==> config.mk <==
export PLATFORM = sky130hd
export DESIGN_NAME = rstmode_ctrl
export DESIGN_NICKNAME = d
export VERILOG_FILES = /design/src/rtl/rstmode_pkg.sv /design/src/rtl/rstmode_cause_enc.sv /design/src/rtl/rstmode_hold.sv /design/src/rtl/rstmode_fsm.sv /design/src/rtl/rstmode_outdec.sv /design/src/rtl/rstmode_ctrl.sv
export SDC_FILE = /design/constraint.sdc
export NUM_CORES = 1
export LEC_CHECK = 0
export BUFFER_PORTS_ARGS = -buffer_cell sky130_fd_sc_hd__clkbuf_2
export CORE_ASPECT_RATIO = 1.1
export CORE_MARGIN = 2
export CORE_UTILIZATION = 47
export CTS_CLUSTER_DIAMETER = 80
export DETAILED_ROUTE_END_ITERATION = 6
export GPL_ROUTABILITY_DRIVEN = 1
export PLACE_DENSITY = 0.83
export SKIP_LAST_GASP = 1
export SYNTH_ARGS = -nofsm -noshare
export SYNTH_HDL_FRONTEND = slang
export SYNTH_SLANG_ARGS = --single-unit
==> constraint.sdc <==
create_clock -name clk -period 5.6 [get_ports clk]
set_input_delay 1.12 -clock clk [delete_from_list [all_inputs] [get_ports clk]]
set_output_delay 1.12 -clock clk [all_outputs]
set_load 0.01 [all_outputs]
==> src/rtl/rstmode_pkg.sv <==
package rstmode_pkg;
  typedef enum logic [1:0] {
    MODE_RESET   = 2'd0,
    MODE_RUN     = 2'd1,
    MODE_PWRSAVE = 2'd2,
    MODE_STOP    = 2'd3
  } mode_e;

  localparam int unsigned N_SRC = 4;
  localparam int unsigned CAUSE_W = $clog2(N_SRC);
endpackage

==> src/rtl/rstmode_cause_enc.sv <==
module rstmode_cause_enc
  import rstmode_pkg::*;
#(
  parameter int unsigned NS = N_SRC,
  localparam int unsigned W = (NS > 1) ? $clog2(NS) : 1
) (
  input  logic          clk,
  input  logic          rst_n,
  input  logic [NS-1:0] src,
  output logic          any_src,
  output logic [W-1:0]  cause_q
);
  logic [W-1:0] enc;
  logic [W-1:0] cause_d;

  // lowest index carries highest priority
  always_comb begin
    enc = '0;
    for (int i = NS - 1; i >= 0; i--) begin
      if (src[i]) enc = W'(i);
    end
  end

  assign any_src = |src;
  assign cause_d = any_src ? enc : cause_q;

  always_ff @(posedge clk or negedge rst_n) begin
    if (!rst_n) cause_q <= '0;
    else        cause_q <= cause_d;
  end

  // an idle cycle leaves the recorded cause untouched
  p_cause_hold_r9: assert property (@(posedge clk) disable iff (!rst_n)
    !any_src |=> $stable(cause_q));
endmodule

==> src/rtl/rstmode_hold.sv <==
module rstmode_hold #(
  parameter int unsigned HOLD_CYC = 2,
  localparam int unsigned CW = $clog2(HOLD_CYC + 1)
) (
  input  logic clk,
  input  logic rst_n,
  input  logic any_src,
  input  logic in_reset,
  output logic release_o
);
  localparam logic [CW-1:0] LAST = CW'(HOLD_CYC - 1);

  logic [CW-1:0] cnt_q, cnt_d;
  logic          cnt_en;

  assign cnt_en = any_src | (in_reset & (cnt_q != LAST));

  always_comb begin
    cnt_d = cnt_q;
    if (any_src)     cnt_d = '0;
    else if (cnt_en) cnt_d = cnt_q + CW'(1);
  end

  always_ff @(posedge clk or negedge rst_n) begin
    if (!rst_n)      cnt_q <= '0;
    else if (cnt_en) cnt_q <= cnt_d;
  end

  assign release_o = in_reset & ~any_src & (cnt_q == LAST);

  // a request cancels any pending release on the next cycle
  p_restart_r10: assert property (@(posedge clk) disable iff (!rst_n)
    any_src |=> !release_o || (HOLD_CYC == 1));
endmodule

==> src/rtl/rstmode_fsm.sv <==
module rstmode_fsm
  import rstmode_pkg::*;
(
  input  logic  clk,
  input  logic  rst_n,
  input  logic  any_src,
  input  logic  release_i,
  input  logic  pm_req,
  input  logic  stop_req,
  input  logic  wake_evt,
  output mode_e mode_q,
  output logic  pc_load_q
);
  mode_e mode_d;
  mode_e saved_q, saved_d;
  logic  pc_load_d;
  logic  saved_en;

  always_comb begin
    mode_d    = mode_q;
    saved_d   = saved_q;
    pc_load_d = 1'b0;
    if (any_src) begin
      mode_d = MODE_RESET;
    end else begin
      unique case (mode_q)
        MODE_RESET: if (release_i) begin
          mode_d    = MODE_RUN;
          pc_load_d = 1'b1;
        end
        MODE_RUN: begin
          if (stop_req) begin
            mode_d  = MODE_STOP;
            saved_d = MODE_RUN;
          end else if (pm_req) mode_d = MODE_PWRSAVE;
        end
        MODE_PWRSAVE: begin
          if (stop_req) begin
            mode_d  = MODE_STOP;
            saved_d = MODE_PWRSAVE;
          end else if (!pm_req) mode_d = MODE_RUN;
        end
        MODE_STOP: if (wake_evt) mode_d = saved_q;
        default: mode_d = MODE_RESET;
      endcase
    end
  end

  assign saved_en = (mode_d == MODE_STOP) && (mode_q != MODE_STOP);

  always_ff @(posedge clk or negedge rst_n) begin
    if (!rst_n) begin
      mode_q    <= MODE_RESET;
      pc_load_q <= 1'b0;
    end else begin
      mode_q    <= mode_d;
      pc_load_q <= pc_load_d;
    end
  end

  always_ff @(posedge clk or negedge rst_n) begin
    if (!rst_n)        saved_q <= MODE_RUN;
    else if (saved_en) saved_q <= saved_d;
  end

  // only wake or reset leaves STOP
  p_stop_sticky_r8: assert property (@(posedge clk) disable iff (!rst_n)
    (mode_q == MODE_STOP && !wake_evt && !any_src) |=> mode_q == MODE_STOP);
  // wake never lands in RESET or STOP
  p_wake_return_r11: assert property (@(posedge clk) disable iff (!rst_n)
    (mode_q == MODE_STOP && wake_evt && !any_src) |=>
      (mode_q == MODE_RUN || mode_q == MODE_PWRSAVE));
endmodule

==> src/rtl/rstmode_outdec.sv <==
module rstmode_outdec
  import rstmode_pkg::*;
(
  input  mode_e mode,
  input  logic  wut_en,
  output logic  core_halt,
  output logic  pins_default,
  output logic  clk_div_sel,
  output logic  core_clk_en,
  output logic  periph_clk_en,
  output logic  wut_clk_en
);
  logic active;

  assign active        = (mode == MODE_RUN) || (mode == MODE_PWRSAVE);
  assign core_halt     = ~active;
  assign pins_default  = (mode == MODE_RESET);
  assign clk_div_sel   = (mode == MODE_PWRSAVE);
  assign core_clk_en   = active;
  assign periph_clk_en = active;
  assign wut_clk_en    = wut_en & (mode != MODE_RESET);
endmodule

==> src/rtl/rstmode_ctrl.sv <==
module rstmode_ctrl
  import rstmode_pkg::*;
#(
  parameter int unsigned HOLD_CYC  = 2,
  parameter int unsigned ADDR_W    = 16,
  parameter logic [ADDR_W-1:0] RESTART_VEC = 16'h8000
) (
  input  logic              clk,
  input  logic              rst_n,
  input  logic              rq_power,
  input  logic              rq_pin,
  input  logic              rq_wdog,
  input  logic              rq_soft,
  input  logic              pm_req,
  input  logic              stop_req,
  input  logic              wake_evt,
  input  logic              wut_en,
  output logic [1:0]        mode_o,
  output logic              core_halt,
  output logic              pins_default,
  output logic              clk_div_sel,
  output logic              core_clk_en,
  output logic              periph_clk_en,
  output logic              wut_clk_en,
  output logic              pc_load_valid,
  output logic [ADDR_W-1:0] pc_load_addr,
  output logic [1:0]        rst_cause
);
  logic [N_SRC-1:0] src;
  logic             any_src;
  logic             rel;
  mode_e            mode;

  assign src = {rq_soft, rq_wdog, rq_pin, rq_power};

  rstmode_cause_enc #(.NS(N_SRC)) u_cause (
    .clk(clk), .rst_n(rst_n), .src(src),
    .any_src(any_src), .cause_q(rst_cause));

  rstmode_hold #(.HOLD_CYC(HOLD_CYC)) u_hold (
    .clk(clk), .rst_n(rst_n), .any_src(any_src),
    .in_reset(mode == MODE_RESET), .release_o(rel));

  rstmode_fsm u_fsm (
    .clk(clk), .rst_n(rst_n), .any_src(any_src), .release_i(rel),
    .pm_req(pm_req), .stop_req(stop_req), .wake_evt(wake_evt),
    .mode_q(mode), .pc_load_q(pc_load_valid));

  rstmode_outdec u_dec (
    .mode(mode), .wut_en(wut_en),
    .core_halt(core_halt), .pins_default(pins_default),
    .clk_div_sel(clk_div_sel), .core_clk_en(core_clk_en),
    .periph_clk_en(periph_clk_en), .wut_clk_en(wut_clk_en));

  assign mode_o       = mode;
  assign pc_load_addr = RESTART_VEC;

  // any request wins and lands in RESET
  p_src_reset_r1: assert property (@(posedge clk) disable iff (!rst_n)
    any_src |=> mode_o == 2'd0);
  // core frozen and pins defaulted after a request
  p_halt_r2: assert property (@(posedge clk) disable iff (!rst_n)
    any_src |=> core_halt && !core_clk_en && pins_default);
  // halt lasts two cycles past the last request
  p_hold_r10: assert property (@(posedge clk) disable iff (!rst_n)
    any_src |=> core_halt ##1 core_halt);
  // power request has top priority
  p_cause_pow_r9: assert property (@(posedge clk) disable iff (!rst_n)
    rq_power |=> rst_cause == 2'd0);
  // strobe only as RUN begins, with the restart address
  p_vector_r4: assert property (@(posedge clk) disable iff (!rst_n)
    pc_load_valid |-> mode_o == 2'd1 && pc_load_addr == 16'h8000 &&
      $past(mode_o) == 2'd0);
  // stop gates core and peripheral clocks
  p_stop_gate_r6: assert property (@(posedge clk) disable iff (!rst_n)
    (stop_req && !any_src && (mode_o == 2'd1 || mode_o == 2'd2)) |=>
      !core_clk_en && !periph_clk_en && core_halt);
  // wake-up timer clock survives STOP
  p_wut_r7: assert property (@(posedge clk) disable iff (!rst_n)
    (mode_o == 2'd3 && wut_en) |-> wut_clk_en);
endmodule

==> results by group, run 1 <==
Outcome
  • Outcome: completed

Global routing
  • Antenna violations before repair: 0
  • First-pass GRT wire length: between 2000 and 2500 um
  • Vias in the first global route: between 500 and 600
  • Grt ovf: 0
  • Met1 global-route usage: between 15 and 20%
  • Busiest grt layer: met2
  • Overall Global Routing Usage: between 15 and 20%
  • Pin count of the biggest net entering global routing: 10
  • Met2 Usage GRT: around 28%
  • Met3 usage: 5.91%

Floorplanning
  • Core ar.: roughly 0.0014 mm^2
  • Die Ht: approximately 45 um
  • Area of the die: roughly 0.0018 mm^2
  • I/O pin cnt: 37
  • Die width: a little over 40 um
  • Initial core utilization: between 50% and 60%
  • Core Rows: 14

Worst setup path
  • R2R Path Start: u_fsm.mode_q[0]
  • Critical path launch point: wut_en
  • Critical Path Start Type: input pin
  • R2R setup slack: 3.44 ns
  • Capture point of the worst path: wut_clk_en
  • Data arrival, critical path: ~1.4 ns
  • Critical Path Fanout Max: 1
  • Worst Setup End Kind: output pin
  • CP required: between 4 and 5 ns
  • R2R cell count: 7
  • WS Path Type: in2out
  • RR Endpoint: u_fsm.saved_q[1]

STA
  • Sum Neg Setup Slack: 0 ns
  • Fin. Hold Viols: 0
  • Setup violators final: 0
  • Final period utilization: ~46%
  • Skew final: about 0.0046 ns
  • Max frequency: 391 MHz
  • Crit path time final: roughly 2.6 ns
  • Final Max Slew Viols: 0
  • RSZ-0062 raised after global routing: no

Route
  • DR DRC count: 0
  • DR vias/cell: ~4.8
  • Via count: 530
  • Iteration-0 DRC Markers: 3
  • DR WL/cell: 11.1 um
  • WL final: approximately 1200 um
  • DRT Pass-1 Iters: 2
  • ANT nets after route: 0

Final layout
  • Filler Cell Count: 142
  • Nets@finish: 111
  • Antenna cells: 0
  • Final Cell Area: between 700 and 800 um^2
  • Layout cells sized above 1: between 30% and 40%
  • Syn-to-layout area delta: 10.0%

Placed design
  • Hpwl dp: 1030 um
  • PortBufs: 20
  • GP Congestion: 0.863
  • Area after DPL: between 700 and 800 um^2

Logic synthesis
  • Synthesized area: around 710 um^2
  • Syn Area/Cell: approximately 9.8 um^2
  • Seq cells post-synth: 9
  • Register area share after synthesis: 31.8%
  • Post-Synthesis Cells: 73
  • Distinct cells, synth: 27
  • Yosys warns: 0

CTS
  • Inserted Clock Buffers: 3
  • Clk slew on worst S/H paths: around 0.05 ns
  • Clk buf depth: 2
  • Post-CTS setup buffers: 0
  • TritonCTS clock tree: yes
  • Clock root buffer master: clkbuf_4
  • CTS resizes: 0
  • Hold_buf cts: 0
  • Htree depth: 1
  • Clk_lat worst skew: about 0.26 ns
  • CTS Sinks: 9

Power and ir drop
  • Peak supply drop: approximately 0.087 mV
  • PwrDens: roughly 170 mW/mm^2
  • Leak: around 0.42 nW
  • Pwr Total: 0.134 mW

Run
  • # Max-Cap Violations: 0

Worst hold path
  • Hold Path Class: reg2reg
-- cells in the mapped netlist, drive strengths merged --
library cell   n  share of area, %
a211oi         2               2.8
a21boi         1               1.1
a21oi          3               2.6
a311o          1               1.4
a31o           1               1.2
buf           17                18
conb           2               1.1
dfrtp          8                28
dfstp          1               3.7
ha             6                11
inv            6               3.2
maj3           1               1.4
mux2           3               5.3
mux2i          1               1.4
nand2          1               2.8
nand2b         1              0.88
nor2           9               4.7
nor2b          2               1.8
nor3           2               1.4
nor3b          1               1.1
o2111ai        1               2.1
o22ai          1              0.88
or4            1               1.6
xnor2          1               1.2
-- registers in the layout, summed over array words and instances (netlist names) --
signal           cells
u_fsm.saved_q        2
u_fsm.pc_load_q      1
u_fsm.mode_q         2
u_hold.cnt_q         2
u_cause.cause_q      2
-- routing by layer --
layer  up-vias  part of all wire [%]
met5         -                     0
met4         0                   3.2
met3         4                    11
met2        32                    47
met1       242                    38
li1        252                     -
-- critical path, cell delays in order --
cell	delay, ns
clkbuf_2	0.07
nor2b_1	0.11
clkbuf_2	0.13
-- kinds of logic after synthesis --
| family | after synthesis | synth area share, % |
|---|---|---|
| xor+xnor | 1 | 1.23 |
| mux | 4 | 6.67 |
| flops | 9 | 31.8 |
| compound gates | 10 | 12.1 |
| simple gates | 17 | 14.2 |
| buf+inv | 23 | 21.1 |
| fa+ha+maj | 7 | 11.9 |
| other cells | 2 | 1.05 |
-- power breakdown --
| group | internal, mW | switching, mW | total, mW |
|---|---|---|---|
| combinational | 0.00582 | 0.0119 | 0.0177 |
| clock | 0.0274 | 0.0220 | 0.0494 |
| sequential | 0.0663 | 0.000649 | 0.0669 |
-- how the worst min path moves through the flow --
stage | start | endpoint | slack [ns] | cells past startpoint
after floorplan | u_fsm.saved_q[0] | u_fsm.saved_q[0] | 0.45 | 2
after detailed placement | u_fsm.saved_q[0] | u_fsm.saved_q[0] | 0.48 | 2
after global routing | u_fsm.saved_q[0] | u_fsm.saved_q[0] | 0.53 | 2
after CTS | u_fsm.saved_q[0] | u_fsm.saved_q[0] | 0.49 | 2
final | u_fsm.saved_q[0] | u_fsm.saved_q[0] | 0.48 | 2
after global placement | u_fsm.saved_q[0] | u_fsm.saved_q[0] | 0.47 | 2
-- cells in the final DEF (no fill, tap or decap), types with 2 or more instances in the layout --
cell / netlist / final
clkbuf_2: 0 / 20
conb_1: 2 / 16
nor2_1: 9 / 9
dfrtp_1: 8 / 8
inv_1: 6 / 6
ha_1: 6 / 6
clkbuf_4: 0 / 3
mux2_1: 2 / 2
a21oi_1: 2 / 2
nor2b_1: 2 / 2
nor3_1: 2 / 2
-- per-stage QoR --
| stage | instances | utilization (%) | hold WS (ns) | setup WS [ns] |
|---|---|---|---|---|
| 6_report | 110 | 56.0 | 0.483 | 3.04 |
| 5_1_grt | 110 | 56.0 | 0.528 | 2.90 |
| 4_1_cts | 110 | 56.0 | 0.488 | 3.03 |
| 3_5_place_dp | 106 | 54.1 | 0.479 | 2.82 |
| 3_3_place_gp | 106 | 54.1 | 0.469 | 2.87 |
| 2_1_floorplan | 87 | - | 0.447 | 3.01 |
-- layout make-up --
| type | count | area [um^2] | area share (%) |
|---|---|---|---|
| clock buffers | 4 | 26.3 | 3.35 |
| repair buffers | 20 | 100 | 12.8 |
| inverters | 6 | 22.5 | 2.87 |
| well taps | 16 | 20.0 | 2.55 |
| multi-input cells | 55 | 389 | 49.6 |
| flip-flops and latches | 9 | 226 | 28.9 |
Power figures use the tool's default switching activity.
==> run 2, diff against run 1 <==
--- a/config.mk
+++ b/config.mk
@@ -8,11 +8,11 @@
 export BUFFER_PORTS_ARGS = -buffer_cell sky130_fd_sc_hd__clkbuf_2
 export CORE_ASPECT_RATIO = 1.1
 export CORE_MARGIN = 2
-export CORE_UTILIZATION = 47
+export CORE_UTILIZATION = 44
 export CTS_CLUSTER_DIAMETER = 80
 export DETAILED_ROUTE_END_ITERATION = 6
 export GPL_ROUTABILITY_DRIVEN = 1
-export PLACE_DENSITY = 0.83
+export PLACE_DENSITY = 0.78
 export SKIP_LAST_GASP = 1
 export SYNTH_ARGS = -nofsm -noshare
 export SYNTH_HDL_FRONTEND = slang
==> constraint.sdc (replaced) <==
create_clock -name clk -period 2.6 [get_ports clk]
set_input_delay 0.52 -clock clk [delete_from_list [all_inputs] [get_ports clk]]
set_output_delay 0.52 -clock clk [all_outputs]
set_load 0.01 [all_outputs]
==> run 2 against run 1 <==
Against the previous run: non-clock buffer count unchanged; setup slack worse by 2.6 ns; sequential share of layout area about the same; clock skew is essentially flat; utilization decreased by 4.9 points; die area up 6.2%; cell area grew 0.16%; critical path depth rose by 4; hold slack got worse by 0.38 ns; register-to-register slack got worse by 3.0 ns; count of clock-buffer cells in the layout did not move; largest cell class unchanged; highest routed layer is now met3.
==> results by group, run 2 (same netlist as run 1, synthesis figures left out) <==
Power and ir drop
  • Peak supply drop: about 0.12 mV
  • PwrDens: approximately 360 mW/mm^2
  • Leak: ~0.42 nW

Final layout
  • Layout cells sized above 1: about a third
  • Nets@finish: 111
  • Final core area utilization: about half
  • Syn-to-layout area delta: 10.2%
  • Filler Cell Count: between 150 and 200
  • Antenna cells: 0
  • Post-Layout Cell Count: roughly 110
  • Commonest non-fill, non-tap cell in the layout: clkbuf_2
  • Most frequent cells in the layout: clkbuf_2, conb_1, nor2_1, dfrtp_1

STA
  • Crit path time final: ~2.2 ns
  • Final Max Slew Viols: 0
  • Fin. Hold Viols: 0
  • Setup violators final: 0
  • Skew final: about 0.005 ns
  • Max frequency: 465 MHz
  • Final period utilization: between 80% and 90%
  • Sum Neg Setup Slack: 0 ns
  • RSZ-0062 raised after global routing: no

Floorplanning
  • Initial core utilization: between 40% and 50%
  • I/O pin cnt: 37
  • Die width: about 42 um
  • Area of the die: between 0.0015 and 0.002 mm^2
  • Die Ht: roughly 46 um
  • Core Rows: 15
  • Core ar.: between 0.0015 and 0.002 mm^2

Worst setup path
  • CP required: approximately 2.7 ns
  • Critical Path Fanout Max: 7
  • Critical Path Start Type: flip-flop
  • Worst Setup End Kind: flip-flop
  • WS Path Type: reg2reg
  • Data arrival, critical path: around 2.3 ns

CTS
  • Clk slew on worst S/H paths: 0.06 ns
  • Clk_lat worst skew: 0.26 ns
  • CTS Sinks: 9
  • CTS resizes: 0
  • Htree depth: 1
  • Clock root buffer master: clkbuf_4
  • TritonCTS clock tree: yes
  • Inserted Clock Buffers: 3
  • Post-CTS setup buffers: 0
  • Clk buf depth: 2
  • Hold_buf cts: 0

Route
  • Iteration-0 DRC Markers: 5
  • DR WL/cell: roughly 11 um
  • Via count: around 530
  • DRT Pass-1 Iters: 4
  • Met2 wire len: around 580 um
  • Met1 WL: 479 um
  • ANT nets after route: 0
  • Highest routed layer: met3
  • WL final: between 1000 and 1500 um
  • DR vias/cell: about 4.8
  • DR DRC count: 0
  • Detail Route met3 WL: between 100 and 150 um

Global routing
  • First-pass GRT wire length: ~2000 um
  • Overall Global Routing Usage: about 14%
  • Antenna violations before repair: 0
  • Vias in the first global route: roughly 500
  • Pin count of the biggest net entering global routing: 10
  • Grt ovf: 0

Placed design
  • Hpwl dp: around 960 um
  • PortBufs: 20
  • GP Congestion: 0.836
  • Placed cell count: 107

Outcome
  • Outcome: completed

Run
  • # Max-Cap Violations: 0

Worst hold path
  • Hold Path Class: in2async
run 2: routing by layer:
metal	vias up	global-route usage, %
met2	30	24.6
met5	-	0
met4	0	7.50
li1	252	-
met1	246	14.5
met3	0	3.92
run 2: worst paths after layout:
check / cells past startpoint / end / from / slack (ns)
min reg2reg: 2 / u_fsm.saved_q[0] / u_fsm.saved_q[0] / 0.48
min: 1 / u_fsm.pc_load_q / rst_n / 0.11
max reg2reg: 7 / u_fsm.saved_q[1] / u_fsm.mode_q[0] / 0.45
max: 7 / u_fsm.saved_q[1] / u_fsm.mode_q[0] / 0.45
min in group clk: 2 / u_cause.cause_q[0] / rq_power / 0.45
max in group asynchronous: 1 / u_fsm.saved_q[0] / rst_n / 2.24
run 2: where the power goes:
group	internal [mW]	switching, mW	total, mW
registers	0.143	0.00141	0.144
logic	0.0125	0.0251	0.0376
clock network	0.0589	0.0458	0.105
total	0.214	0.0723	0.286
run 2: stage by stage:
step | hold slack, ns | cell area (um^2) | worst slack, ns | power, mW
after floorplan | 0.224 | 766 | 0.540 | 0.186
after global placement | 0.384 | 759 | 0.468 | 0.183
after detailed placement | 0.385 | 759 | 0.448 | 0.184
after CTS | 0.101 | 786 | 0.446 | 0.293
after global routing | 0.113 | 786 | 0.347 | 0.304
final | 0.106 | 786 | 0.448 | 0.286
run 2: cell type report:
type,instances,area [um^2],area share [%]
inverter,6,22.5,2.87
clock buffer,4,26.3,3.34
sequential,9,226,28.8
multi-input combinational,55,389,49.5
timing repair buffer,20,100,12.7
tap,17,21.3,2.71
run 2: worst max-delay path, cell delays in order, from the launching register on:
cell and delay, ns:
dfrtp_1 0.43, inv_1 0.17, ha_1 0.31, nand2b_1 0.08
a311o_1 0.37, a21oi_2 0.17, o2111ai_2 0.17, mux2_4 0.33
